### config.mk
export PLATFORM = sky130hd
export DESIGN_NAME = irq_ctrl
export DESIGN_NICKNAME = d
export VERILOG_FILES = /design/src/rtl/irq_pkg.sv /design/src/rtl/irq_alarm_cmp.sv /design/src/rtl/irq_flags.sv /design/src/rtl/irq_pin_fsm.sv /design/src/rtl/irq_ctrl.sv
export SDC_FILE = /design/constraint.sdc
export NUM_CORES = 1
export LEC_CHECK = 0
export BUFFER_PORTS_ARGS = -buffer_cell sky130_fd_sc_hd__buf_2
export CORE_MARGIN = 5
export CORE_UTILIZATION = 39
export CTS_CLUSTER_SIZE = 40
export DETAILED_ROUTE_END_ITERATION = 16
export PLACE_DENSITY = 0.84
export SETUP_SLACK_MARGIN = 0.2
export SLEW_MARGIN = 20
export SYNTH_ARGS = -nofsm -noshare
export SYNTH_HDL_FRONTEND = slang
export SYNTH_SLANG_ARGS = --single-unit
### constraint.sdc
create_clock -name clk -period 3.75 [get_ports clk]
set_input_delay 0.75 -clock clk [delete_from_list [all_inputs] [get_ports clk]]
set_output_delay 0.75 -clock clk [all_outputs]
set_load 0.05 [all_outputs]
### src/rtl/irq_pkg.sv
package irq_pkg;

    typedef enum logic [1:0] {
        PIN_IDLE  = 2'd0,
        PIN_PULSE = 2'd1,
        PIN_HOLD  = 2'd2
    } pin_state_e;

    localparam int FLAG_W = 4;
    localparam int FL_CF  = 0;
    localparam int FL_PF  = 1;
    localparam int FL_AF  = 2;
    localparam int FL_WDF = 3;

    localparam int ALM_FIELDS = 4;
    localparam int ALM_VAL_W  = 7;

    typedef struct packed {
        logic                 mask;
        logic [ALM_VAL_W-1:0] val;
    } alarm_byte_t;

endpackage

### src/rtl/irq_alarm_cmp.sv
module irq_alarm_cmp
    import irq_pkg::*;
#(
    parameter int NFIELD  = ALM_FIELDS,
    parameter int FIELD_W = ALM_VAL_W
) (
    input  logic                           tick,
    input  logic [NFIELD-1:0][FIELD_W-1:0] cur_v,
    input  alarm_byte_t [NFIELD-1:0]       alm,
    output logic                           hit
);

    logic [NFIELD-1:0] field_ok;

    for (genvar i = 0; i < NFIELD; i++) begin : g_field
        assign field_ok[i] = alm[i].mask || (alm[i].val == cur_v[i]);
    end

    assign hit = tick && (&field_ok);

endmodule

### src/rtl/irq_flags.sv
module irq_flags
    import irq_pkg::*;
(
    input  logic              clk,
    input  logic              rst_n,
    input  logic [FLAG_W-1:0] ev,
    input  logic              flag_rd,
    output logic [FLAG_W-1:0] flags
);

    logic [FLAG_W-1:0] flags_q;

    always_ff @(posedge clk or negedge rst_n) begin
        if (!rst_n) begin
            flags_q <= '0;
        end else begin
            flags_q <= (flag_rd ? '0 : flags_q) | ev;
        end
    end

    assign flags = flags_q;


    flag_set_chk: assert property (@(posedge clk) disable iff (!rst_n)
        (|ev) |=> ((flags_q & $past(ev)) == $past(ev)));


    flag_clear_chk: assert property (@(posedge clk) disable iff (!rst_n)
        (flag_rd && (ev == '0)) |=> (flags_q == '0));

endmodule

### src/rtl/irq_pin_fsm.sv
module irq_pin_fsm
    import irq_pkg::*;
#(
    parameter int PULSE_TICKS = 7
) (
    input  logic clk,
    input  logic rst_n,
    input  logic trig,
    input  logic pulse_mode,
    input  logic tick_32hz,
    input  logic flag_rd,
    input  logic cal_mode,
    output logic active
);

    localparam int CNT_W = $clog2(PULSE_TICKS + 1);
    localparam logic [CNT_W-1:0] CNT_LAST = CNT_W'(PULSE_TICKS - 1);

    pin_state_e       state_q, state_d;
    logic [CNT_W-1:0] cnt_q, cnt_d;

    always_ff @(posedge clk or negedge rst_n) begin
        if (!rst_n) begin
            state_q <= PIN_IDLE;
            cnt_q   <= '0;
        end else begin
            state_q <= state_d;
            cnt_q   <= cnt_d;
        end
    end

    always_comb begin
        state_d = state_q;
        cnt_d   = cnt_q;
        if (cal_mode) begin
            state_d = PIN_IDLE;
            cnt_d   = '0;
        end else if (trig) begin
            state_d = pulse_mode ? PIN_PULSE : PIN_HOLD;
            cnt_d   = '0;
        end else begin
            unique case (state_q)
                PIN_IDLE: begin
                    cnt_d = '0;
                end
                PIN_PULSE: begin
                    if (tick_32hz) begin
                        if (cnt_q == CNT_LAST) begin
                            state_d = PIN_IDLE;
                            cnt_d   = '0;
                        end else begin
                            cnt_d = cnt_q + 1'b1;
                        end
                    end
                end
                PIN_HOLD: begin
                    if (flag_rd) state_d = PIN_IDLE;
                end
                default: begin
                    state_d = PIN_IDLE;
                    cnt_d   = '0;
                end
            endcase
        end
    end

    assign active = (state_q != PIN_IDLE);


    cal_idle_chk: assert property (@(posedge clk) disable iff (!rst_n)
        cal_mode |=> (state_q == PIN_IDLE));


    hold_keep_chk: assert property (@(posedge clk) disable iff (!rst_n)
        (state_q == PIN_HOLD && !flag_rd && !cal_mode && !trig) |=> (state_q == PIN_HOLD));


    cnt_range_chk: assert property (@(posedge clk) disable iff (!rst_n)
        (state_q == PIN_PULSE) |-> (cnt_q < CNT_W'(PULSE_TICKS)));


    idle_keep_chk: assert property (@(posedge clk) disable iff (!rst_n)
        (state_q == PIN_IDLE && !trig) |=> (state_q == PIN_IDLE));

endmodule

### src/rtl/irq_ctrl.sv
module irq_ctrl
    import irq_pkg::*;
#(
    parameter int PULSE_TICKS = 7
) (
    input  logic       clk,
    input  logic       rst_n,
    input  logic       tick_1hz,
    input  logic       tick_32hz,
    input  logic [6:0] cur_sec,
    input  logic [6:0] cur_min,
    input  logic [5:0] cur_hour,
    input  logic [5:0] cur_date,
    input  logic [7:0] alm_sec,
    input  logic [7:0] alm_min,
    input  logic [7:0] alm_hour,
    input  logic [7:0] alm_date,
    input  logic       wdog_expire,
    input  logic       century_wrap,
    input  logic       pwr_cmp_hi,
    input  logic       pwr_cmp_lo,
    input  logic       thr_sel,
    input  logic       en_wdog,
    input  logic       en_alarm,
    input  logic       en_pwr,
    input  logic       en_bkp_alarm,
    input  logic       act_high,
    input  logic       pulse_mode,
    input  logic       backup_mode,
    input  logic       cal_mode,
    input  logic       sq512,
    input  logic       flag_rd,
    output logic [3:0] flags,
    output logic       pin_out,
    output logic       pin_oe
);

    logic [ALM_FIELDS-1:0][ALM_VAL_W-1:0] cur_v;
    alarm_byte_t [ALM_FIELDS-1:0]         alm_v;
    logic                                 alarm_hit;

    assign cur_v[0] = cur_sec;
    assign cur_v[1] = cur_min;
    assign cur_v[2] = {1'b0, cur_hour};
    assign cur_v[3] = {1'b0, cur_date};
    assign alm_v[0] = alm_sec;
    assign alm_v[1] = alm_min;
    assign alm_v[2] = alm_hour;
    assign alm_v[3] = alm_date;

    irq_alarm_cmp #(.NFIELD(ALM_FIELDS), .FIELD_W(ALM_VAL_W)) u_alarm (
        .tick  (tick_1hz),
        .cur_v (cur_v),
        .alm   (alm_v),
        .hit   (alarm_hit)
    );

    logic pwr_sel, pwr_prev_q, pwr_evt, wd_evt;

    assign pwr_sel = thr_sel ? pwr_cmp_hi : pwr_cmp_lo;

    always_ff @(posedge clk or negedge rst_n) begin
        if (!rst_n) pwr_prev_q <= 1'b0;
        else        pwr_prev_q <= pwr_sel;
    end

    assign pwr_evt = pwr_sel && !pwr_prev_q && !backup_mode;
    assign wd_evt  = wdog_expire && !backup_mode;

    logic [FLAG_W-1:0] ev;
    always_comb begin
        ev         = '0;
        ev[FL_WDF] = wd_evt;
        ev[FL_AF]  = alarm_hit;
        ev[FL_PF]  = pwr_evt;
        ev[FL_CF]  = century_wrap;
    end

    irq_flags u_flags (
        .clk     (clk),
        .rst_n   (rst_n),
        .ev      (ev),
        .flag_rd (flag_rd),
        .flags   (flags)
    );

    logic trig, active;
    assign trig = !cal_mode &&
                  ((wd_evt && en_wdog) ||
                   (pwr_evt && en_pwr) ||
                   (alarm_hit && en_alarm && (!backup_mode || en_bkp_alarm)));

    irq_pin_fsm #(.PULSE_TICKS(PULSE_TICKS)) u_fsm (
        .clk        (clk),
        .rst_n      (rst_n),
        .trig       (trig),
        .pulse_mode (pulse_mode),
        .tick_32hz  (tick_32hz),
        .flag_rd    (flag_rd),
        .cal_mode   (cal_mode),
        .active     (active)
    );

    always_comb begin
        if (cal_mode) begin
            pin_oe  = 1'b1;
            pin_out = sq512;
        end else if (act_high && !backup_mode) begin
            pin_oe  = 1'b1;
            pin_out = active;
        end else begin
            pin_oe  = active;
            pin_out = 1'b0;
        end
    end


    bkp_wdf_chk: assert property (@(posedge clk) disable iff (!rst_n)
        (backup_mode && !flags[FL_WDF]) |=> !flags[FL_WDF]);


    bkp_low_chk: assert property (@(posedge clk) disable iff (!rst_n)
        (backup_mode && !cal_mode) |-> !pin_out);

endmodule

### Yosys cells after proc, flatten, opt, wreduce, memory -nomap -nowiden

Index checks and enable logic that the tools add are counted.

* $add $sub $neg: 1
* multipliers: 0
* div/mod/pow operators: 0
* magnitude comparators: 0
* equality and inequality tests: 12
* shift-type cells: 0
* muxes and demuxes: 18
* bitwise operators: 1
* reductions and logical operators: 25

Operators with widths (number)
* 7-bit by 6-bit == test with 1-bit output: 2
* 7-bit == test: 2
* 2-bit 2-to-1 mux: 6
* 3-bit 2-to-1 mux: 4
* 1-bit logical AND: 10
* 4-bit != test (second input constant): 2
* 4-bit AND reduction: 2
* 1-bit logical OR: 7
* 3-bit != test (second input constant): 2
* 2-bit case mux with 3 select lines: 1
* 3-bit case mux with 2 select lines: 1
* 1-bit 2-to-1 mux: 5
* 4-bit 2-to-1 mux: 1
* 4-bit by 3-bit != test with 1-bit output (second input constant): 1
* 4-bit OR: 1
* 3-bit by 1-bit adder with 3-bit output (second input constant): 1
* 3-bit == test (second input constant): 1
* 1-bit logical NOT: 3
* 2-bit by 1-bit == test with 1-bit output (second input constant): 1
* 2-bit == test (second input constant): 1
* 2-bit logical NOT: 1
* 2-bit AND reduction: 1
* 2-bit nonzero test: 1

* bits in registers: 10
* bits in latches: 0
* memory bits (writable): 0
* bits in read-only memories: 0
* input bits: 77
* output and inout port bits: 6
* word-level logic and storage cells: 61
* memories kept: 0

### Depth between registers and ports, before layout

* word-level depth: 10
* mapped depth: 7
* gate-level depth less buffers: 6

### Hierarchy

From an unflattened synthesis, not the netlist that was laid out.

* cell total of the unflattened synthesis: 94
* area total of the unflattened synthesis: 865.8 um^2

By module, submodules not included
* irq_alarm_cmp: instances 1, cells each 39, area an instance 325.3 um^2, seq. area each 0.0 um^2
* irq_pin_fsm: instances 1, cells each 31, area an instance 280.3 um^2, seq. area each 125.1 um^2
* irq_flags: instances 1, cells each 9, area an instance 133.9 um^2, seq. area each 100.1 um^2
* irq_ctrl: instances 1, cells each 15, area an instance 126.4 um^2, seq. area each 25.0 um^2

### Worst setup path before layout

No wires, ideal clock.

* kind: input port to output port
* start point: in act_high
* end point: out pin_out
* data arrival time: 2036 ps
* data required time: 3000 ps
* setup slack: 964 ps
* cell stages on the path: 3
* path buffers: 0
* cells stage by stage: nor2b_1 -> o21ai_0 -> o21ai_0

* longest elaborated chain between the ends: 3

RTL lines
* start: declaration: line irq_ctrl.sv:27 `input logic act_high,`
* 1-bit logical AND: line irq_ctrl.sv:108 `end else if (act_high && !backup_mode) begin`
* 1-bit 2-to-1 mux: line irq_ctrl.sv:108
* 1-bit 2-to-1 mux: line irq_ctrl.sv:105 `if (cal_mode) begin`
* end: declaration: line irq_ctrl.sv:34 `output logic pin_out,`

No other way between the ends.

### Final worst setup path

* start point: in cal_mode
* end point: out pin_oe

* longest elaborated chain between the ends: 1

RTL lines
* start: declaration: line irq_ctrl.sv:30 `input logic cal_mode,`
* 1-bit 2-to-1 mux: line irq_ctrl.sv:105
* end: declaration: line irq_ctrl.sv:35 `output logic pin_oe`

No other way between the ends.

==> flow_summary_export.csv <==
group,metric,value,unit
run_status,status,"completed",
layout,multi_input_area,619,sq um
layout,final_common_cell,"buf_2",
synthesis,synth_flop_cell,"dfrtp_1",
routing,firstDrtPassIters,4,
routing,wl_per_cell,13.8,microns
place,place_hpwl,2.65,mm
pwr,p_total,0.317,mW
pwr,switching_share,0.334,
layout,area_growth,51.0,%
sta,whs,329,ps
synthesis,async_flop_share,1.00,
layout,diodes,0,
setup_path,path_cells,"buf_2 -> or4_1 -> buf_2",
layout,fill_cells,190,
floorplan,die-area,3370,sq um
sta,hold_viol,0,
sta,fmax,412,MHz
global_routing,grtUsageTotal,0.175,
sta,worst_pin_slew,646,ps
synthesis,synth-edff-count,0,
layout,final_layout_size_suffix_gt1_frac,0.481,
global_routing,antenna_found_initial,0,
pwr,p_clk_frac,0.228,
floorplan,die_w,58.1,microns
synthesis,yosysWarnings,0,
setup_path,crit_top_cell,"buf_2",
cts,ctsHoldBuffers,0,
setup_path,cp_slowest_cell,"or4_1",
setup_path,crit_fanout,13,
layout,mostFrequentLayoutCells,"82 x buf_2, 14 x xor2_1, 12 x xnor2_1",
synthesis,synth_area_leaders,"dfrtp_1 28%, xor2_1 14%, xnor2_1 12%",
hold_path,hp-class,"primary input to asynchronous set/reset pin",
cts,cts.htree.levels,1,
routing,drtIter0Drc,24,
floorplan,start_util,0.407,
pwr,p_sw,0.106,mW
pwr,leakage,0.710,nW
floorplan,core_area,2210,sq um
setup_path,slowest_delay,530,ps
global_routing,grt_max_degree,14,
synthesis,ys_ff_latch,10,
flow_run,drv_cap,0,
floorplan,die_h,58.1,microns
global_routing,grt_pass1_vias,1266,
synthesis,synth_nets,179,
synthesis,synth.distinct_cells,30,
global_routing,grt_pass1_wl,4.73,mm
setup_path,arrival,1680,ps
global_routing,overflow,0,
setup_path,critPathKind,"primary input to output pin",
place,portBuffers,82,
global_routing,met2_usage,0.344,
routing,routed_wirelength,2.93,mm
pwr,power_frac_comb,0.401,
setup_path,worst_setup_path_start_kind,"primary input",
synthesis,synth_top_area_cell,"dfrtp_1",
floorplan,pin_count,83,
cts,cts_tree,"yes",
routing,final_antenna_net_count,0,
floorplan,rows,17,
layout,finalNetCount,264,
layout,regArea,250,sq um
cts,post_cts_buffers,0,
routing,vias,1125,
pwr,p_seq_frac,0.371,
synthesis,syn_inst,102,
routing,avgViaCountPerCell,5.28,
sta,setup_viol_count_final,0,
cts,post_cts_resize_count,0,
sta,rsz0062_at_grt,"false",
pwr,vdd_drop_max,0.126,mV
sta,fin_skew,6.56,ps
place,dp_cells,210,
synthesis,syn_avg_cell_area,8.83,sq um
setup_path,required,3000,ps
setup_path,critPathTopFamily,"simple AND/OR/NAND/NOR gates",
sta,report.final.slew_viol_count,0,
cts,clock_path_buffers,2,
cts,clockRootBuffer,"clkbuf_4",
sta,finalSetupTns,0,ps
setup_path,path_buf_inv,2,
global_routing,use_met1,0.157,
sta,relSlewSlack,0.565,
layout,fin_cells,213,
sta,period_needed,2430,ps
routing,drcViolationCount,0,
setup_path,cp-end-kind,"output pin",
synthesis,yosysSeqAreaShare,0.278,
cts,worstSkewPairLatency,260,ps
global_routing,use_met3,0.0668,
sta,fin_crit_sh,0.647,
cts,clock_sinks,10,
pwr,power.density,233,nW/um^2
synthesis,synth.cell_area,901,sq um
cts,numCtsBuffers,3,
place,place_congestion,0.828,
synthesis,synth_top_area_frac,0.278,
cts,cts.clk_slew.worst_paths,70,ps
pwr,p_int,0.211,mW
global_routing,grt-busiest-layer,"met2",
metal layers:
layer	share of wire	wire, microns	up-vias
li1	-	-	542
met1	0.31	919	512
met2	0.53	1570	62
met3	0.13	375	9
met4	0.023	66	0
met5	0	0	-
worst reg2reg max path, delay by kind of cell (launching register included):
kind	cells	cell delay, ps
AO/OA/AOI/OAI	2	760
flip-flops	1	360
AND/OR/NAND/NOR	2	330
stage by stage:
stage | setup WS [ps] | utilization | cell area (sq um)
global placement | 1270 | 0.605 | 1340
global route | 1260 | 0.615 | 1360
finish | 1320 | 0.615 | 1360
CTS | 1310 | 0.615 | 1360
detailed placement | 1160 | 0.605 | 1340
floorplan | 964 | - | 901
state kept, by name (all words and copies together), names as in the netlist:
register and cells:
u_flags.flags 4, u_fsm.cnt_q 3, u_fsm.state_q 2, pwr_prev_q 1
cells in the mapped netlist, types with 2 or more instances:
cell      count
a21o_1        3
a21oi_1       3
a22oi_1       2
a41oi_1       3
dfrtp_1      10
inv_1         6
nand2_1       8
nand2b_1      2
nor2_1        3
nor2b_1       2
nor3_1        2
nor4_1        8
nor4_2        2
nor4b_1       2
o21ai_0       6
or4_1         2
xnor2_1      12
xor2_1       14
layout make-up:
cell class | instances | share of cell area
multi-input cells | 84 | 0.455
clock buffers | 3 | 0.0166
flip-flops and latches | 10 | 0.184
repair buffers | 82 | 0.302
well taps | 28 | 0.0258
inverters | 6 | 0.0166
final timing paths:
path                                    end  slack (ps)              from  cells after the start
max                                  pin_oe        1320          cal_mode                      3
min                        u_flags.flags[1]         330             rst_n                      1
max reg2reg                u_fsm.state_q[1]        2180        pwr_prev_q                      4
min reg2reg                u_flags.flags[0]         490  u_flags.flags[0]                      1
max in group asynchronous    u_fsm.cnt_q[0]        3230             rst_n                      1
min in group clk           u_flags.flags[0]         490  u_flags.flags[0]                      1
power groups by stage:
| stage | registers (mW) | logic (mW) | clock network [mW] |
|---|---|---|---|
| final | 0.118 | 0.127 | 0.0725 |
| after global routing | 0.118 | 0.139 | 0.0782 |
| after CTS | 0.117 | 0.128 | 0.0723 |
| after detailed placement | 0.119 | 0.127 | 0 |
| after global placement | 0.119 | 0.123 | 0 |
| after floorplan | 0.130 | 0.0561 | 0 |
logic make-up (layout without fill, tap and decap cells):
kind of cell           after synthesis  after routing  synth area share
flip-flops                          10             10             0.278
multiplexers                         1              1            0.0111
AND/OR/NAND/NOR                     34             34             0.233
buffers and inverters                8             91            0.0347
AO/OA/AOI/OAI                       23             23             0.190
XOR/XNOR                            26             26             0.253
(Power assumes the default switching activity.)
